`config.mk`:
```
export PLATFORM = sky130hd
export DESIGN_NAME = seq_muldiv
export DESIGN_NICKNAME = d
export VERILOG_FILES = /design/src/rtl/seq_muldiv.sv
export SDC_FILE = /design/constraint.sdc
export NUM_CORES = 1
export LEC_CHECK = 0
export ABC_AREA = 1
export BUFFER_PORTS_ARGS = -buffer_cell sky130_fd_sc_hd__buf_2
export CORE_ASPECT_RATIO = 1.25
export CORE_UTILIZATION = 60
export DETAILED_ROUTE_END_ITERATION = 8
export PLACE_DENSITY = 0.94
export SETUP_SLACK_MARGIN = 0.15
export SLEW_MARGIN = 20
export SYNTH_ARGS = -nofsm -noshare
export SYNTH_HDL_FRONTEND = slang
export SYNTH_SLANG_ARGS = --single-unit
```
`constraint.sdc`:
```
create_clock -name clk -period 3.6 [get_ports clk]
set_input_delay 0.72 -clock clk [delete_from_list [all_inputs] [get_ports clk]]
set_output_delay 0.72 -clock clk [all_outputs]
set_load 0.03 [all_outputs]
```
`src/rtl/seq_muldiv.sv`:
```
module seq_muldiv #(
  parameter int W = 8
) (
  input  logic         clk,
  input  logic         rst_n,
  input  logic         start,
  input  logic         op_div,
  input  logic [W-1:0] a_hi,
  input  logic [W-1:0] a_lo,
  input  logic [W-1:0] b,
  output logic         busy,
  output logic         done,
  output logic [W-1:0] res_hi,
  output logic [W-1:0] res_lo,
  output logic         div_zero,
  output logic         div_ovf
);
  localparam int CW = (W > 1) ? $clog2(W) : 1;

  typedef enum logic [1:0] {S_IDLE, S_RUN, S_FIX} st_t;

  st_t           st;
  logic          is_div, done_r, dz_r, ov_r;
  logic [W:0]    acc;
  logic [W-1:0]  ql, dreg;
  logic [CW-1:0] cnt;

  logic [W+1:0] a_in, addend, sum;
  logic         sub, accept, exc;

  assign sub    = is_div && (st == S_RUN) && !acc[W];
  assign addend = (is_div || ql[0]) ? {2'b00, dreg} : '0;
  assign a_in   = (st == S_FIX) ? {acc[W], acc}
                : is_div        ? {acc, ql[W-1]}
                :                 {2'b00, acc[W-1:0]};
  assign sum    = a_in + (sub ? ~addend : addend) + {{(W+1){1'b0}}, sub};

  assign accept = start && (st == S_IDLE);
  assign exc    = op_div && (a_hi >= b);

  always_ff @(posedge clk or negedge rst_n) begin
    if (!rst_n) begin
      st <= S_IDLE; is_div <= 1'b0; done_r <= 1'b0; dz_r <= 1'b0; ov_r <= 1'b0;
      acc <= '0; ql <= '0; dreg <= '0; cnt <= '0;
    end else begin
      done_r <= 1'b0;
      case (st)
        S_IDLE: if (accept) begin
          is_div <= op_div;
          dz_r   <= op_div && (b == '0);
          ov_r   <= exc;
          dreg   <= b;
          cnt    <= CW'(W - 1);
          if (exc) begin
            acc <= '0; ql <= '0; done_r <= 1'b1;
          end else begin
            acc <= op_div ? {1'b0, a_hi} : '0;
            ql  <= a_lo;
            st  <= S_RUN;
          end
        end
        S_RUN: begin
          cnt <= cnt - 1'b1;
          if (is_div) begin
            acc <= sum[W:0];
            ql  <= {ql[W-2:0], ~sum[W+1]};
          end else begin
            acc <= {1'b0, sum[W:1]};
            ql  <= {sum[0], ql[W-1:1]};
          end
          if (cnt == '0) begin
            if (is_div && sum[W+1]) st <= S_FIX;
            else begin st <= S_IDLE; done_r <= 1'b1; end
          end
        end
        S_FIX: begin
          acc <= sum[W:0]; st <= S_IDLE; done_r <= 1'b1;
        end
        default: st <= S_IDLE;
      endcase
    end
  end

  assign busy     = (st != S_IDLE);
  assign done     = done_r;
  assign res_hi   = acc[W-1:0];
  assign res_lo   = ql;
  assign div_zero = dz_r;
  assign div_ovf  = ov_r;

  AST_ZERO_IN_OVF: assert property (@(posedge clk) disable iff (!rst_n)
    div_zero |-> div_ovf);
  AST_EXC_FAST: assert property (@(posedge clk) disable iff (!rst_n)
    (start && !busy && op_div && (a_hi >= b)) |=> (done && div_ovf && !busy && res_hi == '0));
  AST_REM_BOUND: assert property (@(posedge clk) disable iff (!rst_n)
    (done && is_div && !ov_r) |-> (!acc[W] && (acc[W-1:0] < dreg)));
  AST_DONE_PULSE: assert property (@(posedge clk) disable iff (!rst_n)
    (done && !start) |=> !done);
  AST_DONE_IDLE: assert property (@(posedge clk) disable iff (!rst_n)
    done |-> !busy);
  AST_START_IGNORED: assert property (@(posedge clk) disable iff (!rst_n)
    (busy && start) |=> $stable(dreg) && $stable(is_div));
  AST_HOLD: assert property (@(posedge clk) disable iff (!rst_n)
    (!busy && !start) |=> ($stable(res_hi) && $stable(res_lo) && $stable(div_zero) && $stable(div_ovf)));
endmodule

```
==> results of run 1 <==
==> tightest hold or removal path, stage by stage, from the launching register on <==
cell                      delay [ns]
sky130_fd_sc_hd__dfrtp_1        0.34
sky130_fd_sc_hd__nand2_1        0.05
sky130_fd_sc_hd__o21ai_0        0.06
==> logic make-up after synthesis <==
group                    Yosys count  share of synthesized area
AND/OR/NAND/NOR                  186                     0.3019
buffers and inverters             75                     0.1175
AO/OA/AOI/OAI                     64                     0.1310
flip-flops                        34                     0.3051
multiplexers                       1                   0.004037
adder cells (fa/ha/maj)           23                     0.1059
XOR/XNOR                          11                    0.03455
==> power by group through the flow <==
stage               combinational (mW)  sequential (mW)  clock (mW)
floorplan                         1.79            0.768           0
global placement                  2.31            0.695           0
detailed placement                2.36            0.700           0
CTS                               2.37            0.694       0.295
global route                      2.67            0.715       0.308
finish                            2.39            0.700       0.295
==> final cells by class <==
type	instances	area, um2
clock inverters	1	5.005
inverters	60	227.7
well taps	58	72.57
multi-input cells	285	1610
clock buffers	7	86.33
fillers	371	1338
flip-flops and latches	34	850.8
repair buffers	47	235.2
==> layer usage <==
metal / global-route usage / up-vias / wire length, um
met2: 0.4925 / 99 / 3404
met5: 0 / - / 0
met4: 0.1605 / 0 / 262
li1: - / 1355 / -
met3: 0.03488 / 19 / 364
met1: 0.3735 / 1263 / 2971
==> synth_stat cells (all sizes together) <==
cell type | instances | area share
nand2 | 88 | 0.13
inv | 59 | 0.080
nor2 | 42 | 0.065
nand3 | 41 | 0.075
dfrtp | 34 | 0.31
a21oi | 26 | 0.048
o21ai | 24 | 0.043
ha | 22 | 0.099
buf | 12 | 0.032
xnor2 | 8 | 0.025
a221oi | 6 | 0.019
nand3b | 4 | 0.011
nand4 | 4 | 0.0090
clkbuf | 3 | 0.0040
nor3 | 3 | 0.0072
xor2 | 3 | 0.0094
a31oi | 2 | 0.0045
nor4 | 2 | 0.0045
o21a | 2 | 0.0054
or2 | 2 | 0.0045
a22oi | 1 | 0.0027
a32o | 1 | 0.0036
clkinv | 1 | 0.0013
fa | 1 | 0.0072
mux2 | 1 | 0.0040
o21bai | 1 | 0.0027
o22ai | 1 | 0.0022
==> layout by cell type, fill, tap and decap left out, types with 2 or more instances in the layout <==
cell	synthesis	final
sky130_fd_sc_hd__a21oi_1	25	25
sky130_fd_sc_hd__dfrtp_1	34	34
sky130_fd_sc_hd__xnor2_1	8	8
sky130_fd_sc_hd__nand2_4	2	2
sky130_fd_sc_hd__xor2_1	3	3
sky130_fd_sc_hd__inv_1	58	58
sky130_fd_sc_hd__nand3b_1	4	4
sky130_fd_sc_hd__nor3_1	2	2
sky130_fd_sc_hd__a221oi_1	6	6
sky130_fd_sc_hd__o21a_1	2	2
sky130_fd_sc_hd__o21ai_0	23	23
sky130_fd_sc_hd__nand4_1	4	4
sky130_fd_sc_hd__nor2_1	38	38
sky130_fd_sc_hd__nand3_1	40	40
sky130_fd_sc_hd__nand2_1	84	84
sky130_fd_sc_hd__nor2_2	3	3
sky130_fd_sc_hd__a31oi_1	2	2
sky130_fd_sc_hd__nor4_1	2	2
sky130_fd_sc_hd__clkbuf_8	0	6
sky130_fd_sc_hd__ha_1	22	22
sky130_fd_sc_hd__nand2_2	2	2
sky130_fd_sc_hd__buf_2	2	47
==> sequential cells by signal, summed over array words and instances (netlist names) <==
signal and cells:
acc 9, dreg 8, res_lo 8, cnt 3, st 2, div_ovf 1, div_zero 1, done 1
is_div 1
==> through the flow <==
stage | utilization | instances
2_1_floorplan | - | 394
3_3_place_gp | 0.6771 | 484
3_5_place_dp | 0.6771 | 484
4_1_cts | 0.6978 | 492
5_1_grt | 0.6978 | 492
6_report | 0.6978 | 492
==> worst max-delay path by stage <==
stage / from / slack (ns) / end
CTS: st[0] / 0.63 / res_lo[0]
global route: st[0] / 0.32 / res_lo[0]
floorplan: st[0] / 1.13 / res_lo[0]
detailed placement: st[0] / 0.69 / res_lo[0]
finish: st[0] / 0.60 / res_lo[0]
global placement: st[1] / 0.76 / done
==> results by group, run 1 <==
Outcome
  – Status: completed

Global routing
  – Via count of the first global-routing pass: 2538
  – Global Route Usage Sum: 0.2965
  – Wire length of the first global-routing pass: 11410 um
  – Pin count of the biggest net entering global routing: 35
  – Antenna violations before repair: 0
  – Overflow left after global routing: 0

Clock tree
  – Hold buffer count at cts: 0
  – Longest Clk Path Bufs: 2
  – Number of gates given a new drive strength after cts: 0
  – Clock tree from TritonCTS: built
  – Clock insertion delay at the later pin of the skew report: 0.29 ns
  – CTS clock-pin slew for the worst setup and hold paths: 0.07 ns
  – H-Tree Depth: 2
  – Master cell of the clock root buffer: sky130_fd_sc_hd__clkbuf_8
  – Sink Count: 34
  – Number of buffers created by CTS: 5
  – Post-CTS setup buffer count: 0

Setup path
  – Data required time at the worst endpoint: 3.78 ns
  – Critical path peak fanout: 14
  – Critical path class: flip-flop to flip-flop
  – Crit start category: flip-flop
  – Buf/Inv on CP: 4
  – Instance count on the critical path: 16
  – Crit Reg-Reg Startpoint: st[0]
  – Largest stage delay on the critical path: 0.41 ns
  – Top cell family by delay on the critical path: simple AND/OR/NAND/NOR gates
  – Cell-by-cell listing of the critical path: inv_1, ha_1, inv_1, nand2_1, mux2_2, ha_1, nand2_1, inv_1, nand3_1, inv_1, a21oi_1, nand2_1, o21ai_0, nor2_1, nor2_1, nor2_1
  – Register-to-Register Setup Slack: 0.60 ns
  – Arrival @ worst endpoint: 3.18 ns
  – Count of cells along the worst register-to-register path: 16
  – Worst R2R End: res_lo[0]
  – Cell with the biggest individual delay on the critical path: sky130_fd_sc_hd__dfrtp_1
  – Critical Path End Type: flip-flop
  – Most Frequent Cell on Critical Path: sky130_fd_sc_hd__inv_1

Pwr
  – Post-route total power: 3.386 mW
  – Net load switching power: 1.882 mW
  – Power Dens Cells: 1097 mW/mm2
  – Clock share of power: 0.087
  – Switching part of the total power: 0.5558
  – Design internal power: 1.504 mW
  – Proportion of power drawn by flip-flops and latches: 0.207
  – Worst IR Drop VDD: 562.9 uV
  – Comb pwr share: 0.706
  – Leakage power: 1.686 nW

Routing
  – Via/cell ratio: 5.561
  – Post-route DRC violation count: 0
  – DRT Pass-1 Iters: 7
  – Routed wire length: 7002 um
  – Violation count after the first detailed-routing iteration: 178
  – Total number of vias: 2736
  – Post-DRT Antenna Nets: 0
  – Drt wl/cell: 14.23 um

Die
  – Die Footprint: 0.004927 mm2
  – Number of placement rows: 27
  – Die height: 78.23 um
  – Core ar.: 0.004425 mm2
  – I/O pin cnt: 48
  – Starting density of the core: 0.6302
  – Width of the chip: 62.98 um

STA
  – Final Hold Slack: 0.4889 ns
  – Number of max-slew violations in the final report: 0
  – Count of final setup violators: 0
  – Final clock period utilization by the worst path: 0.8329
  – Rel. slew slack: 0.4878
  – Tightest Pin Transition: 0.7684 ns
  – Max Fclk: 333.5 MHz
  – Unrepaired setup endpoints after global routing: false
  – Setup_tns: 0 ns
  – Total count of hold-check failures in the final report: 0
  – Clock Skew: 0.005312 ns
  – Setup slack after layout: 0.6014 ns
  – Final critical delay including setup and external delays: 2.999 ns

Placement
  – Placed standard-cell area: 0.002997 mm2
  – Gpl congestion: 0.9655
  – Post-placement setup slack: 0.6916 ns
  – Buffers on Ports: 47
  – Post-detail-place hpwl: 5529 um

Hold path
  – Number of stages on the worst hold path: 2
  – Hold/Removal Path Class: flip-flop to flip-flop
  – Worst Hold Path EP: dreg[1]
  – Hold Startpoint: dreg[1]

Layout
  – Number of nets in the layout: 484
  – Number of antenna diodes: 0
  – Proportion of layout cells with a drive suffix above 1: 0.1567
  – Cell area after layout: 0.003088 mm2
  – Area grow syn2layout: 10.72%

Synthesis
  – Synthesized instance count: 394
  – Ys Warns: 0
  – Number of register bits inferred by synthesis: 34
  – Net count after synthesis: 445
  – Unique cell type count in the Yosys netlist: 39
  – Avg Inst Size Synth: 7.078 um2
  – Post-Synthesis Cell Area: 0.002789 mm2
  – Fraction of the yosys area taken by sequential cells: 0.3051

Run
  – Max Cap Viol: 0
Note: power is estimated with default switching activity, not from simulation.
==> run 2, diff against run 1 <==
- CORE_UTILIZATION: 60 -> 57
- PLACE_DENSITY: 0.94 -> 0.9
- clock period: 3.6 -> 2.9 ns (I/O delays scaled with it)
==> run 2 against run 1 <==
  * Final area grew 5.8%
  * Wire length increased by 8.4%
  * First-iteration DRC count rose by 14%
  * Critical path depth down 1
  * Non-clock buffer count is 14 higher
  * Register-to-register slack worse by 0.31 ns
  * Global-route usage shrank 0.66 points
  * Sequential share of layout area fell by 1.5 points
  * Fmax grew 15%
==> results by group, run 2 (same netlist as run 1, synthesis figures left out) <==
Layout
  – Proportion of layout cells with a drive suffix above 1: 0.2143 (+0.05760)
  – Commonest non-fill, non-tap cell in the layout: sky130_fd_sc_hd__nand2_1
  – Most frequent cells in the layout: 82 x sky130_fd_sc_hd__nand2_1, 57 x sky130_fd_sc_hd__inv_1, 47 x sky130_fd_sc_hd__buf_2, 39 x sky130_fd_sc_hd__nand3_1, 37 x sky130_fd_sc_hd__nor2_1
  – Area grow syn2layout: 17.09%
  – Number of standard cells in the final layout excluding fillers: 508 (+3.3%)
  – Number of antenna diodes: 0 (unchanged)
  – Top reg by flops: acc
  – Number of nets in the layout: 498 (+2.9%)
  – Share of the core filled with cells in the final layout: 0.6905 (-0.007290)
  – Flip-flop count of the largest register after layout: 9 (unchanged)

STA
  – Unrepaired setup endpoints after global routing: true
  – Final critical delay including setup and external delays: 2.609 ns (-0.3897 ns)
  – Final clock period utilization by the worst path: 0.8996 (+0.06668)
  – Setup_tns: 0 ns (unchanged)
  – Max Fclk: 383.3 MHz (+15%)
  – Tightest Pin Transition: 0.7651 ns (-0.003290 ns)
  – Rel. slew slack: 0.4900 (+0.002193)
  – Clock Skew: 0.006667 ns (+0.001355 ns)
  – Total count of hold-check failures in the final report: 0 (unchanged)
  – Number of max-slew violations in the final report: 0 (unchanged)
  – Count of final setup violators: 0 (unchanged)

Setup path
  – Critical Path End Type: flip-flop
  – Cell with the biggest individual delay on the critical path: sky130_fd_sc_hd__dfrtp_1
  – Critical path class: flip-flop to flip-flop
  – Largest stage delay on the critical path: 0.42 ns (about the same)
  – Buf/Inv on CP: 3 (-1)
  – Data required time at the worst endpoint: 3.10 ns (-0.68 ns)
  – Crit start category: flip-flop
  – Cell-by-cell listing of the critical path: inv_1, ha_4, nand2_4, nor2_8, buf_4, xnor2_1, ha_1, nand2_1, nor2_2, inv_1, nor2_1, nand3_1, a31oi_1, nand2_1, a21oi_1
  – Top cell family by delay on the critical path: simple AND/OR/NAND/NOR gates
  – Critical path peak fanout: 5 (-9)
  – Arrival @ worst endpoint: 2.81 ns (-0.37 ns)

Placement
  – Buffers on Ports: 47 (unchanged)
  – Post-detail-place hpwl: 5596 um (+1.2%)
  – Gpl congestion: 0.9542 (-1.2%)
  – DP Cell Count: 489 (+1.0%)

Routing
  – Routed wire length: 7593 um (+8.4%)
  – Drt wl/cell: 14.95 um (+5.0%)
  – Violation count after the first detailed-routing iteration: 203 (+14%)
  – Post-DRT Antenna Nets: 0 (unchanged)
  – Total number of vias: 2922 (+6.8%)
  – Post-route DRC violation count: 0 (unchanged)
  – Via/cell ratio: 5.752 (+3.4%)
  – DRT Pass-1 Iters: 5 (-2)

Hold path
  – Hold/Removal Path Class: primary input to asynchronous set/reset pin

Clock tree
  – Master cell of the clock root buffer: sky130_fd_sc_hd__clkbuf_8
  – Number of buffers created by CTS: 5 (unchanged)
  – Longest Clk Path Bufs: 2 (unchanged)
  – H-Tree Depth: 2 (unchanged)
  – Clock insertion delay at the later pin of the skew report: 0.29 ns (about the same)
  – CTS clock-pin slew for the worst setup and hold paths: 0.07 ns (about the same)
  – Clock tree from TritonCTS: built
  – Sink Count: 34 (unchanged)

Die
  – I/O pin cnt: 48 (unchanged)
  – Starting density of the core: 0.5897 (-0.04051)
  – Number of placement rows: 28 (+3.7%)
  – Width of the chip: 64.57 um (+2.5%)
  – Die height: 80.21 um (+2.5%)
  – Die Footprint: 0.005178 mm2 (+5.1%)
  – Core ar.: 0.004730 mm2 (+6.9%)

Run
  – Max Cap Viol: 0 (unchanged)

Global routing
  – Overflow left after global routing: 0 (unchanged)
  – Via count of the first global-routing pass: 2591 (+2.1%)
  – Global Route Usage Sum: 0.2900 (-0.006557)
  – Antenna violations before repair: 0 (unchanged)
  – Pin count of the biggest net entering global routing: 35 (unchanged)
  – Wire length of the first global-routing pass: 11560 um (+1.3%)

Outcome
  – Status: completed
[run 2: routing by layer]
metal / wire (um) / track usage / vias up
li1: - / - / 1391
met1: 3121 / 0.3422 / 1383
met2: 3780 / 0.5105 / 118
met3: 390 / 0.03693 / 30
met4: 301 / 0.1467 / 0
met5: 0 / 0 / -
[run 2: timing repair]
item	4_1_cts	5_1_grt
setup buffers	0	11
endpoints found under the setup margin	0	10
hold buffers	0	0
gates resized for setup	0	21
hold endpoints to repair	0	0
[run 2: stage by stage]
stage	area, um2	setup slack, ns	hold slack (ns)
after floorplan	2789	0.4330	0.2844
after global placement	3022	0.3022	0.4682
after detailed placement	3022	0.1943	0.4737
after CTS	3113	0.1678	0.3854
after global routing	3266	0.07435	0.4307
final	3266	0.2911	0.3605
[run 2: final timing paths]
kind	startpoint	endpoint	slack [ns]	cells past startpoint
min reg2reg	dreg[1]	dreg[1]	0.49	2
min	rst_n	res_lo[3]	0.36	1
max in group asynchronous	rst_n	is_div	2.00	1
min in group clk	dreg[1]	dreg[1]	0.49	2
max	st[1]	done	0.29	15
max reg2reg	st[1]	done	0.29	15
[run 2: final cells by class]
cell class	count	area, um2
Timing Repair Buffer	61	344.1
Clock buffer	7	86.33
Inverter	60	227.7
Sequential cell	34	852.1
Multi-Input combinational cell	285	1675
Clock inverter	1	5.005
Tap cell	60	75.07
Fill cell	397	1464
Power of run 2 is not shown: default switching activity piles up to over one toggle a cycle in this logic, so the estimate is an artifact.
==> run 3, diff against run 2 <==
- CTS_BUF_LIST: default -> sky130_fd_sc_hd__clkbuf_16
==> run 3 against run 2 <==
  * Register-to-register slack got worse by 0.13 ns
  * Fmax fell by 4.8%
  * Highest routed layer unchanged
  * Critical path depth did not move
  * Die area did not move
  * Largest cell class unchanged
  * Clock skew fell by 0.0032 ns
  * Setup slack got worse by 0.13 ns
  * Critical path type unchanged
  * Clock-buffer cell count fell by 2
==> results by group, run 3 (same netlist as run 1, synthesis figures left out) <==
STA
  – Setup_tns: 0 ns (unchanged)
  – Rel. slew slack: 0.4899 (about the same)
  – Total count of hold-check failures in the final report: 0 (unchanged)
  – Final clock period utilization by the worst path: 0.9449 (+0.04527)
  – Final critical delay including setup and external delays: 2.740 ns (+0.1313 ns)
  – Clock Skew: 0.003501 ns (-0.003166 ns)
  – Tightest Pin Transition: 0.7651 ns (+0.00005871 ns)
  – Unrepaired setup endpoints after global routing: false
  – Count of final setup violators: 0 (unchanged)
  – Number of max-slew violations in the final report: 0 (unchanged)
  – Max Fclk: 364.9 MHz (-4.8%)

Routing
  – DRT Pass-1 Iters: 5 (unchanged)
  – Post-route DRC violation count: 0 (unchanged)
  – Via/cell ratio: 5.836 (+1.5%)
  – Post-DRT Antenna Nets: 0 (unchanged)
  – Routed wire length: 7969 um (+5.0%)
  – Drt wl/cell: 15.72 um (+5.2%)
  – Violation count after the first detailed-routing iteration: 189 (-6.9%)
  – Total number of vias: 2959 (+1.3%)

Layout
  – Top reg by flops: acc
  – Storage element area: 853.3 um2 (+0.15%)
  – Number of nets in the layout: 497 (-0.20%)
  – Most frequent cells in the layout: 81 x sky130_fd_sc_hd__nand2_1, 56 x sky130_fd_sc_hd__inv_1, 47 x sky130_fd_sc_hd__buf_2, 39 x sky130_fd_sc_hd__nand3_1, 37 x sky130_fd_sc_hd__nor2_1
  – Proportion of layout cells with a drive suffix above 1: 0.2215 (+0.007191)
  – Area grow syn2layout: 19.56%
  – Commonest non-fill, non-tap cell in the layout: sky130_fd_sc_hd__nand2_1
  – Area of the multi-input gates: 0.001692 mm2 (+0.97%)
  – Number of antenna diodes: 0 (unchanged)
  – Flip-flop count of the largest register after layout: 9 (unchanged)
  – Count of filler cells inserted in the layout: 376 (-5.3%)

Clock tree
  – CTS clock-pin slew for the worst setup and hold paths: 0.05 ns (-0.02 ns)
  – Number of buffers created by CTS: 5 (unchanged)
  – Longest Clk Path Bufs: 2 (unchanged)
  – Master cell of the clock root buffer: sky130_fd_sc_hd__clkbuf_16
  – H-Tree Depth: 2 (unchanged)
  – Clock tree from TritonCTS: built
  – Clock insertion delay at the later pin of the skew report: 0.28 ns (about the same)
  – Hold buffer count at cts: 0 (unchanged)
  – Sink Count: 34 (unchanged)

Placement
  – Buffers on Ports: 47 (unchanged)
  – Gpl congestion: 0.9542 (unchanged)
  – Post-detail-place hpwl: 5596 um (unchanged)

Setup path
  – Cell with the biggest individual delay on the critical path: sky130_fd_sc_hd__dfrtp_1
  – Crit start category: flip-flop
  – Largest stage delay on the critical path: 0.42 ns (about the same)
  – Data required time at the worst endpoint: 3.06 ns (-0.04 ns)
  – Top cell family by delay on the critical path: compound AO/OA/AOI/OAI gates
  – Cell-by-cell listing of the critical path: buf_4, ha_4, nand2_4, nor2_8, buf_4, xnor2_1, ha_1, a21oi_1, nand2_1, a21oi_2, nand2_1, o21ai_1, nor2_1, nor2_1, nor2_1
  – Buf/Inv on CP: 2 (-1)
  – Arrival @ worst endpoint: 2.91 ns (+0.10 ns)
  – Register-to-Register Setup Slack: 0.16 ns (-0.13 ns)
  – Most Frequent Cell on Critical Path: sky130_fd_sc_hd__nor2_1
  – Worst R2R End: res_lo[0]
  – Critical path class: flip-flop to flip-flop
  – Count of cells along the worst register-to-register path: 15 (unchanged)
  – Setup crit start: st[0]
  – Crit Reg-Reg Startpoint: st[0]
  – Critical Path End Type: flip-flop
  – Critical path peak fanout: 5 (unchanged)

Die
  – I/O pin cnt: 48 (unchanged)
  – Die height: 80.21 um (unchanged)
  – Width of the chip: 64.57 um (unchanged)
  – Starting density of the core: 0.5897 (unchanged)
  – Number of placement rows: 28 (unchanged)
  – Core ar.: 0.004730 mm2 (unchanged)
  – Die Footprint: 0.005178 mm2 (unchanged)

Global routing
  – Pin count of the biggest net entering global routing: 35 (unchanged)
  – Wire length of the first global-routing pass: 11670 um (+0.95%)
  – Via count of the first global-routing pass: 2628 (+1.4%)
  – Global Route Usage Sum: 0.2922 (+0.002200)
  – Overflow left after global routing: 0 (unchanged)
  – Antenna violations before repair: 0 (unchanged)

Outcome
  – Status: completed

Run
  – Max Cap Viol: 0 (unchanged)

Hold path
  – Hold/Removal Path Class: primary input to asynchronous set/reset pin
[run 3: worst max path at each step]
stage                endpoint  slack (ns)  cells after the start
floorplan           res_lo[0]        0.43                     17
global placement    res_lo[0]        0.30                     16
detailed placement  res_lo[0]        0.19                     16
CTS                 res_lo[0]        0.17                     16
global route        res_lo[0]        0.04                     17
finish              res_lo[0]        0.16                     15
[run 3: metrics by stage]
| step | util | setup slack [ns] | hold WS (ns) | cell area [um2] | std cells |
|---|---|---|---|---|---|
| after global routing | 0.7050 | 0.04284 | 0.4466 | 3334 | 507 |
| after detailed placement | 0.6389 | 0.1943 | 0.4737 | 3022 | 489 |
| after floorplan | - | 0.4330 | 0.2844 | 2789 | 394 |
| final | 0.7050 | 0.1598 | 0.3756 | 3334 | 507 |
| after global placement | 0.6389 | 0.3022 | 0.4682 | 3022 | 489 |
| after CTS | 0.6685 | 0.1681 | 0.4030 | 3162 | 497 |
[run 3: layout make-up]
type                       instances  area share
clock buffer                       5     0.03752
clock inverter                     3    0.003752
inverter                          60     0.06829
multi-input combinational        285      0.5073
sequential                        34      0.2559
tap                               60     0.02251
timing repair buffer              60      0.1047
[run 3: repair_timing]
item | CTS | global route
pin swaps | 0 | 8
setup endpoints to repair | 2 | 10
buffers inserted | 0 | 10
resized for setup | 1 | 26
[run 3: routing by layer]
layer	track usage	share of wire	vias up
li1	-	-	1396
met4	0.1467	0.039	0
met1	0.3426	0.40	1390
met3	0.04688	0.063	31
met2	0.5105	0.50	142
met5	0	0	-
Power of run 3 is left out for the same reason.
